`config.mk`:
```
export PLATFORM = sky130hd
export DESIGN_NAME = hwctl_dec
export DESIGN_NICKNAME = d
export VERILOG_FILES = /design/src/rtl/hwctl_pkg.sv /design/src/rtl/hwctl_match.sv /design/src/rtl/hwctl_front.sv /design/src/rtl/hwctl_track.sv /design/src/rtl/hwctl_dec.sv
export SDC_FILE = /design/constraint.sdc
export NUM_CORES = 1
export LEC_CHECK = 0
export BUFFER_PORTS_ARGS = -buffer_cell sky130_fd_sc_hd__buf_2
export CORE_MARGIN = 3
export CORE_UTILIZATION = 49
export DETAILED_ROUTE_END_ITERATION = 10
export PLACE_DENSITY_LB_ADDON = 0.2
export SYNTH_ARGS = -nofsm -noshare
export SYNTH_HDL_FRONTEND = slang
export SYNTH_HIERARCHICAL = 1
export SYNTH_SLANG_ARGS = --single-unit
```
`constraint.sdc`:
```
create_clock -name clk -period 3.7 [get_ports clk]
set_input_delay 0.185 -clock clk [delete_from_list [all_inputs] [get_ports clk]]
set_output_delay 0.185 -clock clk [all_outputs]
set_load 0.02 [all_outputs]
```
`src/rtl/hwctl_pkg.sv`:
```
package hwctl_pkg;
    localparam int BYTE_W  = 8;
    localparam int HEAD_W  = 5;
    localparam int TAIL_W  = BYTE_W - HEAD_W;
    localparam int N_PULSE = 4;
    localparam int N_LONG  = 7;

    localparam logic [HEAD_W-1:0] ESC_HEAD = 5'b11011;
    localparam logic [HEAD_W-1:0] SEC_HEAD = 5'b11100;

    localparam logic [TAIL_W-1:0] TAIL_A = 3'd1;
    localparam logic [TAIL_W-1:0] TAIL_B = 3'd3;
    localparam logic [TAIL_W-1:0] TAIL_C = 3'd5;

    localparam int L_ENV_LD = 0;
    localparam int L_CW_LD  = 1;
    localparam int L_ENV_ST = 2;
    localparam int L_CW_ST  = 3;
    localparam int L_SW_ST  = 4;
    localparam int L_SAVE   = 5;
    localparam int L_REST   = 6;

    typedef struct packed {
        logic               esc;
        logic               grp_a;
        logic               grp_b;
        logic               grp_c;
        logic [N_PULSE-1:0] sec;
    } byte_hit_t;

    typedef struct packed {
        logic pend;
        logic a;
        logic b;
        logic c;
    } front_st_t;

    typedef struct packed {
        logic [N_PULSE-1:0] pulse;
        logic [N_LONG-1:0]  act;
        logic               save_go;
        logic               rest_go;
    } track_st_t;
endpackage

```
`src/rtl/hwctl_match.sv`:
```
module hwctl_match
    import hwctl_pkg::*;
(
    input  logic [BYTE_W-1:0] byte_in,
    output byte_hit_t         hit
);
    logic [HEAD_W-1:0] head;
    logic [TAIL_W-1:0] tail;
    logic              head_esc;
    logic              head_sec;

    assign head = byte_in[BYTE_W-1:TAIL_W];
    assign tail = byte_in[TAIL_W-1:0];

    // upper-five-bit stage
    assign head_esc = (head == ESC_HEAD);
    assign head_sec = (head == SEC_HEAD);

    // lower-three-bit combining stage
    assign hit.esc   = head_esc;
    assign hit.grp_a = head_esc && (tail == TAIL_A);
    assign hit.grp_b = head_esc && (tail == TAIL_B);
    assign hit.grp_c = head_esc && (tail == TAIL_C);

    for (genvar i = 0; i < N_PULSE; i++) begin : g_sec
        assign hit.sec[i] = head_sec && (tail == TAIL_W'(i));
    end
endmodule

```
`src/rtl/hwctl_front.sv`:
```
module hwctl_front
    import hwctl_pkg::*;
(
    input  logic clk,
    input  logic rst_n,
    input  logic stb,
    input  logic esc,
    input  logic grp_a,
    input  logic grp_b,
    input  logic grp_c,
    output logic pair_stb,
    output logic held_a,
    output logic held_b,
    output logic held_c
);
    front_st_t st_d, st_q;

    always_comb begin
        st_d = st_q;
        if (stb) begin
            if (st_q.pend) begin
                st_d = '0;
            end else if (esc) begin
                st_d.pend = 1'b1;
                st_d.a    = grp_a;
                st_d.b    = grp_b;
                st_d.c    = grp_c;
            end else begin
                st_d = '0;
            end
        end
    end

    always_ff @(posedge clk or negedge rst_n) begin
        if (!rst_n) st_q <= '0;
        else        st_q <= st_d;
    end

    assign pair_stb = stb && st_q.pend;
    assign held_a   = st_q.a;
    assign held_b   = st_q.b;
    assign held_c   = st_q.c;
endmodule

```
`src/rtl/hwctl_track.sv`:
```
module hwctl_track
    import hwctl_pkg::*;
(
    input  logic               clk,
    input  logic               rst_n,
    input  logic               pair_stb,
    input  logic               held_a,
    input  logic               held_b,
    input  logic               held_c,
    input  logic [N_PULSE-1:0] sec,
    input  logic               done,
    output logic [N_PULSE-1:0] pulse_o,
    output logic [N_LONG-1:0]  act_o,
    output logic               save_go,
    output logic               rest_go
);
    track_st_t          st_d, st_q;
    logic [N_PULSE-1:0] pulse_req;
    logic [N_LONG-1:0]  long_req;

    always_comb begin
        pulse_req = '0;
        long_req  = '0;
        if (pair_stb) begin
            pulse_req          = held_b ? sec : '0;
            long_req[L_ENV_LD] = held_a && sec[0];
            long_req[L_CW_LD]  = held_a && sec[1];
            long_req[L_ENV_ST] = held_a && sec[2];
            long_req[L_CW_ST]  = held_a && sec[3];
            long_req[L_SW_ST]  = held_c && sec[3];
            long_req[L_SAVE]   = held_c && sec[2];
            long_req[L_REST]   = held_c && sec[0];
        end
    end

    always_comb begin
        st_d         = st_q;
        st_d.pulse   = pulse_req;
        st_d.save_go = done && st_q.act[L_SAVE];
        st_d.rest_go = done && st_q.act[L_REST];
        if (done) begin
            st_d.act = '0;
        end else if (st_q.act == '0) begin
            st_d.act = long_req;
        end
    end

    always_ff @(posedge clk or negedge rst_n) begin
        if (!rst_n) st_q <= '0;
        else        st_q <= st_d;
    end

    assign pulse_o = st_q.pulse;
    assign act_o   = st_q.act;
    assign save_go = st_q.save_go;
    assign rest_go = st_q.rest_go;
endmodule

```
`src/rtl/hwctl_dec.sv`:
```
module hwctl_dec
    import hwctl_pkg::*;
(
    input  logic               clk,
    input  logic               rst_n,
    input  logic               byte_stb,
    input  logic [BYTE_W-1:0]  byte_in,
    input  logic               xfer_done,
    output logic [N_PULSE-1:0] pulse_o,
    output logic [N_LONG-1:0]  act_o,
    output logic               mc_save_go,
    output logic               mc_restore_go
);
    byte_hit_t hit;
    logic      pair_stb;
    logic      held_a, held_b, held_c;

    hwctl_match u_match (
        .byte_in (byte_in),
        .hit     (hit)
    );

    hwctl_front u_front (
        .clk      (clk),
        .rst_n    (rst_n),
        .stb      (byte_stb),
        .esc      (hit.esc),
        .grp_a    (hit.grp_a),
        .grp_b    (hit.grp_b),
        .grp_c    (hit.grp_c),
        .pair_stb (pair_stb),
        .held_a   (held_a),
        .held_b   (held_b),
        .held_c   (held_c)
    );

    hwctl_track u_track (
        .clk      (clk),
        .rst_n    (rst_n),
        .pair_stb (pair_stb),
        .held_a   (held_a),
        .held_b   (held_b),
        .held_c   (held_c),
        .sec      (hit.sec),
        .done     (xfer_done),
        .pulse_o  (pulse_o),
        .act_o    (act_o),
        .save_go  (mc_save_go),
        .rest_go  (mc_restore_go)
    );
endmodule

```
==> flow_metrics.tcl <==
set metrics [dict create \
    drt_iter0_drc 18 \
    peakVddDrop_mv 0.226 \
    grt_max_degree 18 \
    cts_sinks 17 \
    crit_path_max_incr_delay_ns 0.66 \
    synth_nets 89 \
    max_freq_mhz 628 \
    setup_tns_ns 0 \
    root_buffer "clkbuf_4" \
    worstHoldPathCells 2 \
    viasPerCell 5.61 \
    diodes 0 \
    cts_tree "yes" \
    placementRows 14 \
    syn_area_per_cell_um2 10.7 \
    multi_input_area_um2 345 \
    power.density_nw_per_um2 310 \
    register_area_um2 425 \
    ys_ff_latch 17 \
    critical-path-top-delay-family "simple AND/OR/NAND/NOR gates" \
    grt_overflow 0 \
    min_period_ns 1.59 \
    cp-start-kind "flop" \
    h-tree-depth 1 \
    core-area_um2 1540 \
    setup_viol 0 \
    setup_ws_ns 2.11 \
    rsz0062_at_grt "false" \
    ys_seq_area_share_pct 51.8 \
    vias 662 \
    max_slew_margin_pct 75.0 \
    end_kind "flop" \
    reg2reg_depth 2 \
    track_usage_pct 15.6 \
    dp_worst_setup_slack_ns 2.01 \
    period_share_pct 43.1 \
    crit_chain "or4_1 > o41ai_1" \
    drt-total-wl_um 1530 \
    slew_viol_final 0 \
    worstPathRequired_ns 3.86 \
    postRouteAntennaNets 0 \
    antenna_found_initial 0 \
    worst_slew_pin_slew_ns 0.375 \
    status "finished clean" \
    hold_class "in2reg" \
    drc 0 \
    routedWlPerCell_um 13.0 \
    die_w_um 46.9 \
    dp_hpwl_um 1200 \
    grt_pass1_wl_um 2390 \
    drive_above_1_share_pct 31.4 \
    portBuffers 24 \
    cts_buffer_depth 2 \
    syn_area_um2 821 \
    fin_skew_ns 0.00433 \
    critical_path_buf_inv_count 0 \
    gp_congestion 0.744 \
    path_class "reg2reg" \
    fillers 141 \
    cp_slowest_cell "or4_1" \
    die_height_um 46.9 \
    r2r_slack_ns 2.11 \
    final_common_cell "buf_2" \
    cp.arrival_ns 1.75 \
    cp_num_cells 2 \
    grt_pass1_vias 560 \
    syn2layout_area_growth_pct 18.3 \
    start_util_pct 53.2 \
    numCtsBuffers 3 \
    clk_pin_slew_ns 0.09 \
    mostFrequentLayoutCells "buf_2, dfrtp_1, nand2_1, o41ai_1, inv_1" \
    dr.pass1.iters 4 \
    drv_cap 0 \
    synthCells 77 \
    yosysWarnings 6 \
    synth.distinct_cells 25 \
    clk_latency_ns 0.28 \
    finalHoldViolations 0 \
    crit_fanout 7 \
    pin_count 25 \
    nets 115 \
    leakagePower_nw 0.479 \
    die-area_um2 2200 \
]
[cell usage after synthesis]
cell type,count,area (µm²)
and3_1,4,25.0
or4_1,1,7.51
o22ai_1,3,18.8
and2_1,2,12.5
nand2b_1,5,31.3
buf_4,1,7.51
or4b_2,1,10.0
mux2i_1,1,10.0
inv_1,6,22.5
nor2_1,2,7.51
nor3_1,1,5.00
nand4b_1,2,17.5
or4b_1,2,20.0
buf_6,1,11.3
nand2b_4,1,13.8
or2b_1,2,15.0
clkbuf_2,1,5.00
nand2_1,9,33.8
nand4bb_1,1,11.3
clkbuf_1,1,3.75
nor4_2,1,12.5
and2_2,1,7.51
nor4_1,4,25.0
o41ai_1,7,61.3
dfrtp_1,17,425
[registers in the layout, summed over array words and instances (netlist names)]
| signal | flops |
|---|---|
| u_track/act_o | 7 |
| u_track/pulse_o | 4 |
| u_front/held_a | 1 |
| u_front/held_b | 1 |
| u_front/held_c | 1 |
| u_front/st_q | 1 |
| u_track/rest_go | 1 |
| u_track/save_go | 1 |
[final timing paths]
kind / start / to
worst max-delay path: u_track/act_o[0]$_DFFE_PN0P_ / u_track/act_o[2]$_DFFE_PN0P_
min in group asynchronous: rst_n / u_track/save_go$_DFF_PN0_
worst min register to register: u_track/act_o[4]$_DFFE_PN0P_ / u_track/act_o[4]$_DFFE_PN0P_
worst min-delay path: byte_stb / u_front/st_q[3]$_DFFE_PN0P_
max in group asynchronous: rst_n / u_front/held_b$_DFFE_PN0P_
worst max register to register: u_track/act_o[0]$_DFFE_PN0P_ / u_track/act_o[2]$_DFFE_PN0P_
[per-stage QoR]
step	hold WS, ns	util (%)	instance area (µm²)	power, mW	instances
floorplan	-0.111	-	821	0.199	77
global placement	0.115	60.6	933	0.210	113
detailed placement	0.117	60.6	933	0.211	113
CTS	0.173	63.0	971	0.307	118
global route	0.184	63.0	971	0.317	118
finish	0.182	63.0	971	0.301	118
[logic make-up (layout without fill, tap and decap cells)]
group | count (synthesis) | in the layout | synth area share [%]
simple gates | 39 | 39 | 31.1
buf+inv | 10 | 35 | 6.10
compound gates | 10 | 10 | 9.76
mux | 1 | 1 | 1.22
flops | 17 | 17 | 51.8
[cell type report]
class	instances	share of cell area [%]
clock inverters	1	0.515
clock buffers	3	2.32
multi-input cells	50	35.6
well taps	16	2.06
flip-flops and latches	17	43.8
repair buffers	25	13.4
inverters	6	2.32
[routing by layer]
metal | global-route usage (%) | wire length [µm] | share of wire (%)
met1 | 20.7 | 695 | 45
met3 | 6.90 | 104 | 6.8
met4 | 3.31 | 0 | 0
met5 | 0 | 0 | 0
met2 | 23.8 | 728 | 48
[report_power, final]
group / switching, mW / internal [mW] / total, mW
logic: 0.0136 / 0.00842 / 0.0220
clock network: 0.0528 / 0.0401 / 0.0929
registers: 0.000157 / 0.186 / 0.186
[what timing repair did]
action,in CTS,in global routing
setup buffers,0,0
hold buffers,1,0
endpoints found under the hold margin,17,0
resized for setup,0,0
No activity file was read; power rests on OpenSTA's default activity.
